$ cat src/rtl/dl_1of4_pkg.sv
package dl_1of4_pkg;

  typedef logic [1:0] dl_sym_t;

  typedef enum logic [2:0] {
    ST_IDLE,
    ST_LEAD_OFF,
    ST_REF_ON,
    ST_REF_OFF,
    ST_SYM_ON,
    ST_SYM_OFF,
    ST_STARVE
  } dl_state_e;

  // on-time in ticks for a symbol value
  function automatic int unsigned on_ticks(dl_sym_t s, int unsigned base_u,
                                           int unsigned step_u, int unsigned unit);
    return (base_u + step_u * {30'd0, s}) * unit;
  endfunction

endpackage

$ cat src/rtl/dl_tick_timer.sv
module dl_tick_timer #(
  parameter int unsigned CNT_W = 10
) (
  input  logic             clk_i,
  input  logic             rst_ni,
  input  logic             tick_i,
  input  logic             load_i,
  input  logic [CNT_W-1:0] load_val_i,
  output logic             expire_o
);

  logic [CNT_W-1:0] cnt_q;

  assign expire_o = tick_i && (cnt_q == '0);

  always_ff @(posedge clk_i or negedge rst_ni) begin
    if (!rst_ni)                     cnt_q <= '0;
    else if (load_i)                 cnt_q <= load_val_i;
    else if (tick_i && cnt_q != '0)  cnt_q <= cnt_q - 1'b1;
  end

  // count frozen between ticks
  a_r9_count_frozen: assert property (@(posedge clk_i) disable iff (!rst_ni)
    (!tick_i && !load_i) |=> $stable(cnt_q));

endmodule

$ cat src/rtl/dl_sym_hold.sv
module dl_sym_hold
  import dl_1of4_pkg::*;
(
  input  logic    clk_i,
  input  logic    rst_ni,
  input  logic    capture_i,
  input  dl_sym_t sym_i,
  input  logic    last_i,
  output dl_sym_t sym_o,
  output logic    last_o
);

  always_ff @(posedge clk_i or negedge rst_ni) begin
    if (!rst_ni) begin
      sym_o  <= '0;
      last_o <= 1'b0;
    end else if (capture_i) begin
      sym_o  <= sym_i;
      last_o <= last_i;
    end
  end

  // held symbol moves only on capture
  a_r6_hold_on_capture_only: assert property (@(posedge clk_i) disable iff (!rst_ni)
    !capture_i |=> ($stable(sym_o) && $stable(last_o)));

endmodule

$ cat src/rtl/dl_seq.sv
module dl_seq
  import dl_1of4_pkg::*;
#(
  parameter int unsigned CNT_W      = 10,
  parameter int unsigned LEAD_TICKS = 248,
  parameter int unsigned GAP_TICKS  = 160,
  parameter int unsigned UNIT_TICKS = 8,
  parameter int unsigned BASE_UNITS = 18,
  parameter int unsigned STEP_UNITS = 16
) (
  input  logic             clk_i,
  input  logic             rst_ni,
  input  logic             expire_i,
  input  logic             valid_i,
  input  dl_sym_t          sym_i,
  input  dl_sym_t          held_sym_i,
  input  logic             held_last_i,
  output logic             ready_o,
  output logic             field_on_o,
  output logic             capture_o,
  output logic             load_o,
  output logic [CNT_W-1:0] load_val_o,
  output dl_state_e        state_o
);

  localparam logic [CNT_W-1:0] LEAD_LV = CNT_W'(LEAD_TICKS - 1);
  localparam logic [CNT_W-1:0] GAP_LV  = CNT_W'(GAP_TICKS - 1);
  localparam logic [CNT_W-1:0] REF_LV  = CNT_W'(BASE_UNITS * UNIT_TICKS - 1);

  function automatic logic [CNT_W-1:0] pulse_lv(dl_sym_t s);
    return CNT_W'(on_ticks(s, BASE_UNITS, STEP_UNITS, UNIT_TICKS) - 1);
  endfunction

  dl_state_e state_q, state_d;

  always_comb begin
    state_d    = state_q;
    ready_o    = 1'b0;
    field_on_o = 1'b1;
    load_o     = 1'b0;
    load_val_o = '0;
    unique case (state_q)
      ST_IDLE: begin
        ready_o = 1'b1;
        if (valid_i) begin
          state_d    = ST_LEAD_OFF;
          load_o     = 1'b1;
          load_val_o = LEAD_LV;
        end
      end
      ST_LEAD_OFF: begin
        field_on_o = 1'b0;
        if (expire_i) begin
          state_d    = ST_REF_ON;
          load_o     = 1'b1;
          load_val_o = REF_LV;
        end
      end
      ST_REF_ON: begin
        if (expire_i) begin
          state_d    = ST_REF_OFF;
          load_o     = 1'b1;
          load_val_o = GAP_LV;
        end
      end
      ST_REF_OFF: begin
        field_on_o = 1'b0;
        if (expire_i) begin
          state_d    = ST_SYM_ON;
          load_o     = 1'b1;
          load_val_o = pulse_lv(held_sym_i);
        end
      end
      ST_SYM_ON: begin
        if (expire_i) begin
          state_d    = ST_SYM_OFF;
          load_o     = 1'b1;
          load_val_o = GAP_LV;
        end
      end
      ST_SYM_OFF: begin
        field_on_o = 1'b0;
        if (expire_i) begin
          if (held_last_i) begin
            state_d = ST_IDLE;
          end else begin
            // gap ends this edge: accept back-to-back without a bubble
            ready_o = 1'b1;
            if (valid_i) begin
              state_d    = ST_SYM_ON;
              load_o     = 1'b1;
              load_val_o = pulse_lv(sym_i);
            end else begin
              state_d = ST_STARVE;
            end
          end
        end
      end
      ST_STARVE: begin
        field_on_o = 1'b0;
        ready_o    = 1'b1;
        if (valid_i) begin
          state_d    = ST_SYM_ON;
          load_o     = 1'b1;
          load_val_o = pulse_lv(sym_i);
        end
      end
      default: state_d = ST_IDLE;
    endcase
  end

  assign capture_o = ready_o && valid_i;
  assign state_o   = state_q;

  always_ff @(posedge clk_i or negedge rst_ni) begin
    if (!rst_ni) state_q <= ST_IDLE;
    else         state_q <= state_d;
  end

  // reference pulse follows the lead-in gap
  a_r3_ref_after_lead: assert property (@(posedge clk_i) disable iff (!rst_ni)
    (state_q == ST_LEAD_OFF && expire_i) |=> (state_q == ST_REF_ON));

  // every pulse ends in an off gap
  a_r5_gap_after_pulse: assert property (@(posedge clk_i) disable iff (!rst_ni)
    ((state_q == ST_SYM_ON || state_q == ST_REF_ON) && expire_i) |=> !field_on_o);

  // last symbol returns to idle
  a_r7_last_to_idle: assert property (@(posedge clk_i) disable iff (!rst_ni)
    (state_q == ST_SYM_OFF && expire_i && held_last_i) |=> (state_q == ST_IDLE && field_on_o));

  // starved encoder keeps waiting with field off
  a_r8_starve_holds: assert property (@(posedge clk_i) disable iff (!rst_ni)
    (state_q == ST_STARVE && !valid_i) |=> (state_q == ST_STARVE && !field_on_o && ready_o));

endmodule

$ cat src/rtl/dl_1of4_enc.sv
module dl_1of4_enc
  import dl_1of4_pkg::*;
#(
  parameter int unsigned UNIT_TICKS = 8,
  parameter int unsigned LEAD_UNITS = 31,
  parameter int unsigned GAP_UNITS  = 20,
  parameter int unsigned BASE_UNITS = 18,
  parameter int unsigned STEP_UNITS = 16
) (
  input  logic       clk_i,
  input  logic       rst_ni,
  input  logic       tick_i,
  input  logic       sym_valid_i,
  input  logic [1:0] sym_data_i,
  input  logic       sym_last_i,
  output logic       sym_ready_o,
  output logic       field_on_o
);

  localparam int unsigned LEAD_TICKS = LEAD_UNITS * UNIT_TICKS;
  localparam int unsigned GAP_TICKS  = GAP_UNITS * UNIT_TICKS;
  localparam int unsigned TOP_TICKS  = (BASE_UNITS + 3 * STEP_UNITS) * UNIT_TICKS;
  localparam int unsigned MAX_A      = (LEAD_TICKS > GAP_TICKS) ? LEAD_TICKS : GAP_TICKS;
  localparam int unsigned MAX_TICKS  = (MAX_A > TOP_TICKS) ? MAX_A : TOP_TICKS;
  localparam int unsigned CNT_W      = (MAX_TICKS > 2) ? $clog2(MAX_TICKS) : 1;

  logic             expire, capture, load;
  logic [CNT_W-1:0] load_val;
  dl_sym_t          held_sym;
  logic             held_last;
  dl_state_e        state;

  dl_tick_timer #(.CNT_W(CNT_W)) u_timer (
    .clk_i      (clk_i),
    .rst_ni     (rst_ni),
    .tick_i     (tick_i),
    .load_i     (load),
    .load_val_i (load_val),
    .expire_o   (expire)
  );

  dl_sym_hold u_hold (
    .clk_i     (clk_i),
    .rst_ni    (rst_ni),
    .capture_i (capture),
    .sym_i     (sym_data_i),
    .last_i    (sym_last_i),
    .sym_o     (held_sym),
    .last_o    (held_last)
  );

  dl_seq #(
    .CNT_W      (CNT_W),
    .LEAD_TICKS (LEAD_TICKS),
    .GAP_TICKS  (GAP_TICKS),
    .UNIT_TICKS (UNIT_TICKS),
    .BASE_UNITS (BASE_UNITS),
    .STEP_UNITS (STEP_UNITS)
  ) u_seq (
    .clk_i       (clk_i),
    .rst_ni      (rst_ni),
    .expire_i    (expire),
    .valid_i     (sym_valid_i),
    .sym_i       (sym_data_i),
    .held_sym_i  (held_sym),
    .held_last_i (held_last),
    .ready_o     (sym_ready_o),
    .field_on_o  (field_on_o),
    .capture_o   (capture),
    .load_o      (load),
    .load_val_o  (load_val),
    .state_o     (state)
  );

  // no tick and no handshake leaves the field alone
  a_r9_field_needs_tick: assert property (@(posedge clk_i) disable iff (!rst_ni)
    (!tick_i && !(sym_valid_i && sym_ready_o)) |=> $stable(field_on_o));

  // symbol under transmission does not change mid-pulse
  a_r6_pulse_value_stable: assert property (@(posedge clk_i) disable iff (!rst_ni)
    (state == ST_SYM_ON && $past(state) == ST_SYM_ON) |-> $stable(held_sym));

  // not ready while a pulse is on inside a frame
  a_r6_busy_not_ready: assert property (@(posedge clk_i) disable iff (!rst_ni)
    (state == ST_SYM_ON || state == ST_REF_ON || state == ST_LEAD_OFF) |-> !sym_ready_o);

endmodule

$ cat config.mk
export PLATFORM = sky130hd
export DESIGN_NAME = dl_1of4_enc
export DESIGN_NICKNAME = d
export VERILOG_FILES = /design/src/rtl/dl_1of4_pkg.sv /design/src/rtl/dl_tick_timer.sv /design/src/rtl/dl_sym_hold.sv /design/src/rtl/dl_seq.sv /design/src/rtl/dl_1of4_enc.sv
export SDC_FILE = /design/constraint.sdc
export NUM_CORES = 1
export LEC_CHECK = 0
export BUFFER_PORTS_ARGS = -buffer_cell sky130_fd_sc_hd__buf_2
export CORE_MARGIN = 1.5
export CORE_UTILIZATION = 46
export CTS_BUF_LIST = sky130_fd_sc_hd__clkbuf_16
export DETAILED_ROUTE_END_ITERATION = 7
export PLACE_DENSITY_LB_ADDON = 0.05
export SLEW_MARGIN = 15
export SYNTH_ARGS = -nofsm -noshare
export SYNTH_HDL_FRONTEND = slang
export SYNTH_SLANG_ARGS = --single-unit
$ cat constraint.sdc
create_clock -name clk_i -period 2 [get_ports clk_i]
set_clock_uncertainty 0.05 [all_clocks]
set_input_delay 0.1 -clock clk_i [delete_from_list [all_inputs] [get_ports clk_i]]
set_output_delay 0.1 -clock clk_i [all_outputs]
set_load 0.02 [all_outputs]
* Word-level counts from Yosys, hierarchy flattened
Index checks and enable logic that the tools add are counted.
** Storage, ports and cells
- Flip-flop bits (word level) :: 16
- Input port bits :: 7
- Output and inout bits :: 2
- Logic and storage cells :: 63
** Cells by class
- Add/subtract/negate cells :: 5
- Equal/unequal tests :: 13
- Mux-type cells :: 29
- Reductions and logical operators :: 12
** Operator list (count)
- 2-to-1 mux 10 bit :: 6
- one-hot mux 10 bit (6 select lines) :: 1
- subtractor 10 x 1 -> 10 bit (second input constant) :: 3
- 2-to-1 mux 3 bit :: 8
- 2-to-1 mux 8 bit :: 3
- one-hot mux 3 bit (7 select lines) :: 1
- adder 5 x 6 -> 7 bit (first input constant) :: 2
- != test 2 bit (second input constant) :: 7
- zero test 10 bit :: 1
- nonzero test 10 bit :: 1
- == test 3 bit (second input constant) :: 3
- OR reduction 4 bit :: 2
- 2-to-1 mux 1 bit :: 7
- AND reduction 7 bit :: 1
- == test 3 x 2 -> 1 bit (second input constant) :: 2
- OR reduction 2 bit :: 2
- == test 3 x 1 -> 1 bit (second input constant) :: 1
- logical AND 1 bit :: 3
- zero test 3 bit :: 1
- one-hot mux 1 bit (3 select lines) :: 1
- 2-to-1 mux 2 bit :: 1
- one-hot mux 1 bit (2 select lines) :: 1
- nonzero test 2 bit :: 1

* Depth between registers and ports, before layout
Gate-level depths: netlist (run 1).
- Depth after elaboration :: 7
- Mapped depth :: 8
- Depth with buffers taken out :: 7

* Cells and area by module
Synthesis (run 1) repeated with hierarchy kept, for this count alone.
** Second synthesis, totals
- Cells, all modules :: 149
- Area total of the unflattened synthesis :: 1298.7 sq um
** By module, submodules not included
- dl_tick_timer :: instances 1, cells each 83, area an instance 723.2 sq um, seq. area each 250.2 sq um
- dl_seq :: instances 1, cells each 60, area an instance 466.7 sq um, seq. area each 75.1 sq um
- dl_sym_hold :: instances 1, cells each 6, area an instance 108.9 sq um, seq. area each 75.1 sq um

* Worst setup path before layout (run 1)
Ideal clock, no wire load.
- Kind :: register -> register
- Start point :: register u_timer.cnt_q[0]
- End point :: register u_timer.cnt_q[6]
- Setup time :: 81 ps
- Arrival :: 1903 ps
- Data required time :: 1869 ps
- Setup slack :: -33 ps
- Stages on the path, launching flop included :: 9
- Path buffers :: 1
- Period minus slack after synthesis :: 2033 ps
- Cells stage by stage :: dfrtp_1 inv_1 ha_1 nor3b_1 and4_1 buf_2 a21o_1 or4_1 o211ai_2
** On the way
- Word-level cells in the longest chain between the ends :: 5
- Elaborated cells on any way between the ends :: 14
- Classes of those cells :: add/sub (1); mux (8); reduce/logical (5)
** RTL lines
- start: declaration :: line dl_tick_timer.sv:12 : logic [CNT_W-1:0] cnt_q;
- start signal: assignment :: line dl_tick_timer.sv:18 : else if (load_i) cnt_q <= load_val_i;
- start signal: assignment :: line dl_tick_timer.sv:19 : else if (tick_i && cnt_q != '0) cnt_q <= cnt_q - 1'b1;
- branches (longest 5 deep; another with subtractor 10 x 1 -> 10 bit)
Several ways; the timed one is not identified. The select of a mux whose other input is x is not followed.
A chain may end at the register's enable or synchronous reset.

* Worst setup path after layout (run 1)
Same ends and word-level chain as after synthesis.

==> flow_summary.json, run 1 <==
{
  "vias_per_cell": 6.17,
  "fp-row-count": 18,
  "fmaxAchievable_ghz": 0.510,
  "grt_antenna_before_repair": 0,
  "antenna_left": 0,
  "wl_mm": 3.20,
  "place_area_mm2": 0.00137,
  "clk_pin_slew_ns": 0.05,
  "crit_fanout": 4,
  "pwr-share-clk": 0.335,
  "final_common_cell": "buf_4",
  "p_switching_uw": 371,
  "dr.first_iter.drc_count": 40,
  "synth_edf_count": 0,
  "syn_nets": 154,
  "n_antenna_cell": 0,
  "synth_cell_types": 49,
  "io_buffers": 8,
  "firstDrtPassIters": 4,
  "yosys_register_bits": 16,
  "cp.arrival_ns": 2.08,
  "synthCells": 143,
  "period_share": 0.980,
  "drive_above_1_share": 0.290,
  "drc_errors": 0,
  "root_buffer": "clkbuf_16",
  "whs_ns": 0.0334,
  "final_cells": 199,
  "yosysSeqAreaShare": 0.333,
  "synth_flop_cell": "dfrtp_1",
  "async_flop_share": 1.00,
  "fp.dieArea_mm2": 0.00293,
  "cap_viol_max_count": 0,
  "grt_use_total": 0.239,
  "hold_path_depth": 2,
  "slew_viol_final": 0,
  "p_leak_nw": 0.670,
  "clk_latency_ns": 0.25,
  "hold_viol_final": 0,
  "hpwl_mm": 2.25,
  "slew_headroom": 0.731,
  "worstHoldStart": "sym_last_i",
  "max_slew.worst_pin.slew_ns": 0.403,
  "start_util": 0.485,
  "fp.dieH_um": 54.1,
  "fin_nets": 181,
  "grt_max_degree": 20,
  "io_pins": 9,
  "power.total_mw": 1.18,
  "dp.cells": 189,
  "wire_per_inst_um": 16.1,
  "netlist_area_mm2": 0.00120,
  "avgSynthCellArea_um2": 8.40,
  "fp.dieW_um": 54.1,
  "cts_tree": "built",
  "coreArea_mm2": 0.00248,
  "n_fill_cell": 212,
  "setup_violations": 0,
  "final_cell_mix": "buf_4, a21oi_1, dfrtp_1",
  "endpoint": "u_timer.cnt_q[6]",
  "htree_num_levels": 1,
  "layout_min_cycle_time_ns": 1.96,
  "cts_buffers": 3,
  "area_growth_syn_to_layout_pct": 29.9,
  "vdd_drop_max_mv": 0.739,
  "reg2reg_to": "u_timer.cnt_q[6]",
  "combPwrFrac": 0.284,
  "internal_power_uw": 813,
  "globalRouteOverflowTotal": 0,
  "swShare": 0.313,
  "gp_congestion": 0.869,
  "hold_path.class": "in -> reg",
  "critical_path_class": "reg -> reg",
  "fin_area_mm2": 0.00156,
  "rr_worst_depth": 8,
  "status": "complete, no violations",
  "startpoint_type": "register",
  "seqPwrFrac": 0.381,
  "timing.critical_path.from": "u_timer.cnt_q[0]",
  "grt_pass1_wl_mm": 4.99,
  "route.vias.total": 1228,
  "worst_ep_required_time_ns": 2.12,
  "ys_warn_count": 0,
  "rsz0062_at_grt": "true",
  "first_global_vias": 1117,
  "cts_sinks": 16,
  "crit_path_end_kind": "register",
  "rr_startpoint": "u_timer.cnt_q[0]",
  "p_per_area_mw_per_mm2": 759,
  "clock_path_buffers": 2,
  "reg2reg_slack_ns": 0.04
}
==> Yosys cell counts, types with 2 or more instances <==
master / number / share of area
dfrtp_1: 16 / 0.33
mux2_1: 2 / 0.019
o221ai_1: 2 / 0.015
nand4_1: 2 / 0.010
o22ai_1: 2 / 0.010
nor3b_1: 3 / 0.019
o21ai_1: 3 / 0.012
o211ai_1: 3 / 0.019
nor3_1: 8 / 0.033
ha_1: 4 / 0.042
a21oi_1: 15 / 0.062
nand3_1: 2 / 0.0083
xnor2_1: 3 / 0.022
and3_1: 3 / 0.016
o21bai_1: 3 / 0.019
and4_1: 2 / 0.015
nand2b_1: 2 / 0.010
o21ai_0: 6 / 0.025
nor2_1: 6 / 0.019
a221oi_1: 2 / 0.015
nor2b_1: 2 / 0.010
buf_2: 3 / 0.012
clkbuf_1: 4 / 0.012
inv_1: 9 / 0.028
or3_1: 2 / 0.010
nand2_1: 11 / 0.034
==> metal layers <==
layer	share of wire	track usage	wire length, um
met1	0.43	0.346	1390
met2	0.47	0.346	1510
met3	0.069	0.0556	222
met4	0.023	0.0833	75
met5	0	0	0
==> sequential cells by signal, summed over array words and instances (netlist names) <==
name           count
u_timer.cnt_q     10
u_seq.state_o      3
u_hold.last_o      1
u_hold.sym_o       2
==> through the flow <==
| stage | utilization | setup slack (ns) | TNS [ns] |
|---|---|---|---|
| 2_1_floorplan | - | 0.0138 | 0 |
| 3_3_place_gp | 0.551 | 0.0199 | 0 |
| 3_5_place_dp | 0.551 | -0.0481 | -0.114 |
| 4_1_cts | 0.601 | 0.00781 | 0 |
| 5_1_grt | 0.630 | -0.0268 | -0.0730 |
| 6_report | 0.630 | 0.0406 | 0 |
==> worst min path at each step <==
stage / to / slack, ns
after floorplan: u_hold.last_o / -0.25
after global placement: u_seq.state_o[0] / -0.0006
after detailed placement: u_seq.state_o[2] / -0.002
after CTS: u_hold.last_o / 0.03
after global routing: u_hold.last_o / 0.04
final: u_hold.last_o / 0.03
==> power by group through the flow <==
stage | Clock, mW | Sequential (mW) | Combinational [mW]
floorplan | 0 | 0.444 | 0.176
global placement | 0 | 0.447 | 0.267
detailed placement | 0 | 0.447 | 0.278
CTS | 0.402 | 0.447 | 0.298
global route | 0.418 | 0.461 | 0.379
finish | 0.396 | 0.451 | 0.336
==> cell type report <==
type,count,area (um2),area share
Clock inverter,1,3.75,0.00241
Timing Repair Buffer,31,229,0.147
Clock buffer,3,75.1,0.0481
Sequential cell,16,402,0.257
Tap cell,30,37.5,0.0241
Inverter,9,33.8,0.0217
Multi-Input combinational cell,109,779,0.500
==> critical path, stage by stage, from the launching register on <==
cell      delay, ns
dfrtp_1        0.39
inv_2          0.07
ha_4           0.16
nor3b_4        0.15
and4_4         0.21
buf_6          0.12
a21o_1         0.19
or4_4          0.42
o211ai_2       0.14
==> logic make-up (layout without fill, tap and decap cells) <==
family,after synthesis,after routing,synth area share
adders and majority gates,4,4,0.0417
DFF,16,16,0.333
buffers and inverters,18,44,0.0625
AOI/OAI and AO/OA,49,49,0.275
xor gates and xnor gates,4,4,0.0292
and+or+nand+nor,48,48,0.222
muxes,4,4,0.0365
==> timing repair <==
action | CTS | global route
pin swaps | 3 | 3
setup endpoints to repair | 5 | 10
buffers inserted | 2 | 3
endpoints found under the hold margin | 16 | 0
gates resized for setup | 6 | 13
hold buffers | 1 | 0
(Power assumes the default switching activity.)
==> run 2, diff against run 1 <==
--- a/config.mk
+++ b/config.mk
@@ -6,4 +6,5 @@
 export NUM_CORES = 1
 export LEC_CHECK = 0
+export ABC_CLOCK_PERIOD_IN_PS = 1900
 export BUFFER_PORTS_ARGS = -buffer_cell sky130_fd_sc_hd__buf_2
 export CORE_MARGIN = 1.5
==> constraint.sdc (replaced) <==
create_clock -name clk_i -period 1.9 [get_ports clk_i]
set_clock_uncertainty 0.05 [all_clocks]
set_input_delay 0.38 -clock clk_i [delete_from_list [all_inputs] [get_ports clk_i]]
set_output_delay 0.38 -clock clk_i [all_outputs]
set_load 0.02 [all_outputs]
==> run 2 against run 1 <==
  * The run now ends with negative hold slack, negative setup slack left
  * Clock-buffer cell count is the same
  * Clock power grew 8.8%
  * Total power grew 16%
  * Non-clock buffer count grew 17
  * Register-to-register slack lost 0.19 ns
  * Combinational power grew 35%
  * Core utilization grew 9.9 points
  * Critical path depth grew 1
  * Global-route usage grew 2.4 points
  * Cell count grew 8.5%
  * Critical endpoint unchanged
==> flow_summary.json, run 2 (synthesized netlist as in run 1, its figures left out) <==
{
  "p_per_area_mw_per_mm2": 758,
  "fin_nets": 198,
  "startpoint_type": "register",
  "drc_errors": 0,
  "rr_startpoint": "u_timer.cnt_q[1]",
  "cap_viol_max_count": 0,
  "critical_path_class": "reg -> reg",
  "routed-wl-met2_mm": 1.95,
  "io_buffers": 8,
  "layout_min_cycle_time_ns": 2.05,
  "wire_per_inst_um": 18.3,
  "vdd_drop_max_mv": 0.997,
  "fp.dieArea_mm2": 0.00293,
  "grt_pass1_wl_mm": 5.50,
  "whs_ns": -0.0117,
  "cp.arrival_ns": 2.18,
  "dr.first_iter.drc_count": 70,
  "multi_input_area_um2": 892,
  "hpwl_mm": 2.44,
  "seq_area_um2": 400,
  "slew_headroom": 0.737,
  "largest_reg_flops": 10,
  "period_share": 1.08,
  "rsz0062_at_grt": "true",
  "drive_above_1_share": 0.435,
  "cts_sinks": 16,
  "grt_max_degree": 17,
  "area_growth_syn_to_layout_pct": 50.3,
  "slew_viol_final": 0,
  "n_antenna_cell": 0,
  "highest_layer": "met4",
  "start_util": 0.485,
  "globalRouteOverflowTotal": 0,
  "crit_fanout": 3,
  "p_leak_nw": 0.785,
  "setup_violations": 6,
  "post-place-ws_ns": -0.0332,
  "vias_per_cell": 6.25,
  "cts_tree": "built",
  "grt_antenna_before_repair": 0,
  "final_cell_mix": "buf_4, dfrtp_1, nand2_1, a21oi_1, buf_2",
  "n_fill_cell": 186,
  "fin_area_mm2": 0.00181,
  "cts_buffers": 3,
  "timing.critical_path.from": "u_timer.cnt_q[1]",
  "wl_met3_um": 313,
  "worst_ep_required_time_ns": 2.03,
  "wl_mm": 3.95,
  "clock_path_buffers": 2,
  "place_area_mm2": 0.00151,
  "crit_path_end_kind": "register",
  "hold_viol_final": 16,
  "htree_num_levels": 1,
  "final_common_cell": "buf_4",
  "firstDrtPassIters": 4,
  "clk_pin_slew_ns": 0.05,
  "wl_met1_mm": 1.66,
  "hold_path.class": "in -> async",
  "fmaxAchievable_ghz": 0.488,
  "route.vias.total": 1349,
  "status": "complete, but fails checks",
  "largest-register": "u_timer.cnt_q",
  "io_pins": 9,
  "cts_hold_buf": 0,
  "violations": "negative hold slack, negative setup slack",
  "clk_latency_ns": 0.25,
  "gp_congestion": 0.887,
  "fp.dieH_um": 54.1,
  "grt_use_total": 0.263,
  "max_slew.worst_pin.slew_ns": 0.391,
  "antenna_left": 0,
  "first_global_vias": 1223,
  "fp-row-count": 18,
  "worst_slack_ns": -0.149,
  "root_buffer": "clkbuf_16",
  "coreArea_mm2": 0.00248,
  "fp.dieW_um": 54.1
}
-- run 2: cell count changes in the layout (fill, tap and decap cells not counted), moves of 2 or more --
cell	delta
a221oi_1	-2
buf_4	+14
nor3_1	-2
nor3_2	+2
a221oi_2	+2
a21oi_2	+5
a21oi_1	-5
buf_6	+3
-- run 2: metal layers --
layer | vias up | global-route usage
met2 | 72 | 0.457
met5 | - | 0
met3 | 2 | 0.0500
met4 | 0 | 0.0958
li1 | 627 | -
met1 | 648 | 0.321
-- run 2: critical path: stages (launching register included) --
cell	delay [ns]
dfrtp_1	0.37
inv_2	0.06
ha_4	0.15
nor3b_4	0.14
and4_4	0.17
buf_4	0.14
buf_6	0.11
a21o_1	0.20
or4_4	0.42
o211ai_2	0.15
-- run 2: area by class of cell --
cell class              count  area share
well taps                  30      0.0208
clock inverters             1     0.00208
repair buffers             48       0.201
inverters                   9      0.0187
clock buffers               3      0.0416
multi-input cells         109       0.494
flip-flops and latches     16       0.222
-- run 2: final timing paths --
check                                    to  slack (ns)  cells past startpoint
setup / recovery           u_timer.cnt_q[6]       -0.15                      9
hold / removal             u_timer.cnt_q[5]       -0.01                      1
setup reg to reg           u_timer.cnt_q[6]       -0.15                      9
hold reg to reg             u_hold.sym_o[1]        0.44                      1
max in group asynchronous  u_timer.cnt_q[9]        1.54                      1
min in group clk_i            u_hold.last_o        0.31                      2
-- run 2: per-stage QoR --
step / TNS [ns] / power (mW) / utilization / cells
floorplan: -0.0808 / 0.672 / - / 143
global placement: -0.00824 / 0.850 / 0.611 / 205
detailed placement: -0.0494 / 0.858 / 0.611 / 205
CTS: -0.142 / 1.31 / 0.675 / 212
global route: -1.24 / 1.43 / 0.729 / 216
finish: -0.628 / 1.37 / 0.729 / 216
-- run 2: timing repair --
item	CTS	global route
endpoints found under the setup margin	4	13
setup buffers	3	3
resized for setup	15	22
pin swaps	8	8
gates cloned	0	1
-- run 2: where the power goes --
part	internal, mW	total [mW]	leakage (nW)	switching [mW]
Clock	0.280	0.431	0.0385	0.150
Combinational	0.228	0.455	0.556	0.227
Sequential	0.406	0.483	0.190	0.0770
Total	0.914	1.37	0.785	0.454
==> run 3, diff against run 2 <==
--- a/config.mk
+++ b/config.mk
@@ -13,4 +13,5 @@
 export DETAILED_ROUTE_END_ITERATION = 7
 export PLACE_DENSITY_LB_ADDON = 0.05
+export SKIP_CTS_REPAIR_TIMING = 1
 export SLEW_MARGIN = 15
 export SYNTH_ARGS = -nofsm -noshare
==> constraint.sdc (replaced) <==
create_clock -name clk_i -period 1.9 [get_ports clk_i]
set_clock_uncertainty 0.05 [all_clocks]
set_input_delay 0.095 -clock clk_i [delete_from_list [all_inputs] [get_ports clk_i]]
set_output_delay 0.095 -clock clk_i [all_outputs]
set_load 0.02 [all_outputs]
==> run 3 against run 2 <==
  * Hold slack improved by 0.040 ns
  * Combinational power shrank 12%
  * Highest routed layer unchanged
  * Flip-flop and latch count is the same
  * The run ends with negative setup slack left
  * Sequential share of layout area up 0.77 points
  * Non-clock buffer count up 5
  * Critical endpoint unchanged
  * Routed wire length shrank 7.8%
==> flow_summary.json, run 3 (synthesized netlist as in run 1, its figures left out) <==
{
  "crit_path_end_kind": "register",
  "n_fill_cell": 199,
  "cap_viol_max_count": 0,
  "coreArea_mm2": 0.00248,
  "hold_path.class": "in -> reg",
  "io_pins": 9,
  "hold_viol_final": 0,
  "worstHoldEndpoint": "u_hold.last_o",
  "crit_fanout": 3,
  "status": "complete, but fails checks",
  "area_growth_syn_to_layout_pct": 46.1,
  "startpoint_type": "register",
  "wl_mm": 3.64,
  "cp_cell_sequence": "buf_4, nor3b_1, a2111o_1, a21o_1, or4_4, o211ai_2",
  "vias_per_cell": 5.98,
  "reg2reg_slack_ns": -0.01,
  "cp.arrival_ns": 2.04,
  "critical_path_class": "reg -> reg",
  "grt_pass1_wl_mm": 5.22,
  "largest_reg_flops": 10,
  "drc_errors": 0,
  "first_global_vias": 1152,
  "globalRouteOverflowTotal": 0,
  "rsz0062_at_grt": "true",
  "antenna_left": 0,
  "fin_util": 0.709,
  "cts_tree": "built",
  "firstDrtPassIters": 4,
  "multi_input_area_um2": 808,
  "cts_sinks": 16,
  "grt_max_degree": 17,
  "period_share": 1.01,
  "worst_slack_ns": -0.0139,
  "fin_nets": 203,
  "worst_ep_required_time_ns": 2.02,
  "layout_min_cycle_time_ns": 1.91,
  "vdd_drop_max_mv": 0.859,
  "dp.cells": 202,
  "root_buffer": "clkbuf_16",
  "wire_per_inst_um": 16.5,
  "drive_above_1_share": 0.403,
  "fp-row-count": 18,
  "worstHoldStart": "sym_last_i",
  "grt_use_total": 0.250,
  "fp.dieW_um": 54.1,
  "fp.dieH_um": 54.1,
  "grt_antenna_before_repair": 0,
  "io_buffers": 8,
  "final_cell_mix": "buf_4, dfrtp_1, a21oi_1",
  "seq_area_um2": 403,
  "reg2reg_to": "u_timer.cnt_q[6]",
  "clk_pin_slew_ns": 0.05,
  "dr.first_iter.drc_count": 49,
  "violations": "negative setup slack",
  "final_cells": 221,
  "rr_startpoint": "u_seq.state_o[2]",
  "cts_buffers": 3,
  "timing.setup.tns_ns": -0.0139,
  "final_common_cell": "buf_4",
  "post-place-ws_ns": -0.0214,
  "rr_worst_depth": 6,
  "crit_path_max_incr_delay_ns": 0.42,
  "start_util": 0.485,
  "route.vias.total": 1322,
  "power.total_mw": 1.30,
  "hpwl_mm": 2.35,
  "clk_latency_ns": 0.25,
  "largest-register": "u_timer.cnt_q",
  "p_per_area_mw_per_mm2": 738,
  "timing.critical_path.from": "u_seq.state_o[2]",
  "slowest_stage": "or4_4",
  "hold_path_depth": 2,
  "fp.dieArea_mm2": 0.00293,
  "slew_headroom": 0.718,
  "fmaxAchievable_ghz": 0.523,
  "clock_path_buffers": 2,
  "max_slew.worst_pin.slew_ns": 0.423,
  "slew_viol_final": 0,
  "p_leak_nw": 0.787,
  "setup_violations": 1,
  "gp_congestion": 0.897,
  "n_antenna_cell": 0,
  "htree_num_levels": 1
}
## run 3: cell types whose count changed in the layout (fill, tap and decap cells not counted), sizes merged
cell / previous run / this run
buf: 48 / 51
clkbuf: 3 / 4
dlygate4sd3: 0 / 1
## run 3: area by class of cell
class,count,share of cell area
clock buffers,3,0.0428
clock inverters,1,0.00214
inverters,9,0.0192
multi-input cells,109,0.460
flip-flops and latches,16,0.230
well taps,30,0.0214
repair buffers,53,0.225
## run 3: per-stage QoR
step	cell area, um2	hold slack [ns]
2_1_floorplan	1220	-0.251
3_3_place_gp	1480	-0.0174
3_5_place_dp	1480	-0.0160
4_1_cts	1560	-0.280
5_1_grt	1760	0.0418
6_report	1760	0.0286
## run 3: worst max path at each step
stage               cells past startpoint          endpoint  slack (ns)
finish                                  6  u_timer.cnt_q[6]       -0.01
detailed placement                      5     u_hold.last_o       -0.02
global route                            8  u_timer.cnt_q[7]       -0.07
floorplan                               8  u_timer.cnt_q[6]       -0.06
global placement                        5  u_timer.cnt_q[6]        0.02
CTS                                     8       sym_ready_o       -0.22
## run 3: critical path: cells and delay by family, from the launching register on
family | cells | cell delay [ns]
simple gates | 2 | 0.55
compound gates | 3 | 0.68
buf+inv | 1 | 0.16
flops | 1 | 0.39
## run 3: where the power goes
| part | switching [mW] | internal, mW |
|---|---|---|
| Combinational | 0.202 | 0.200 |
| Sequential | 0.0641 | 0.406 |
| Clock | 0.144 | 0.280 |
| Total | 0.410 | 0.886 |
## run 3: layer usage
metal / GRT usage / routed length (um) / vias to the layer above
met4: 0.0542 / 12 / 0
met2: 0.384 / 1700 / 38
met3: 0.0556 / 182 / 2
li1: - / - / 638
met1: 0.358 / 1750 / 644
met5: 0 / 0 / -
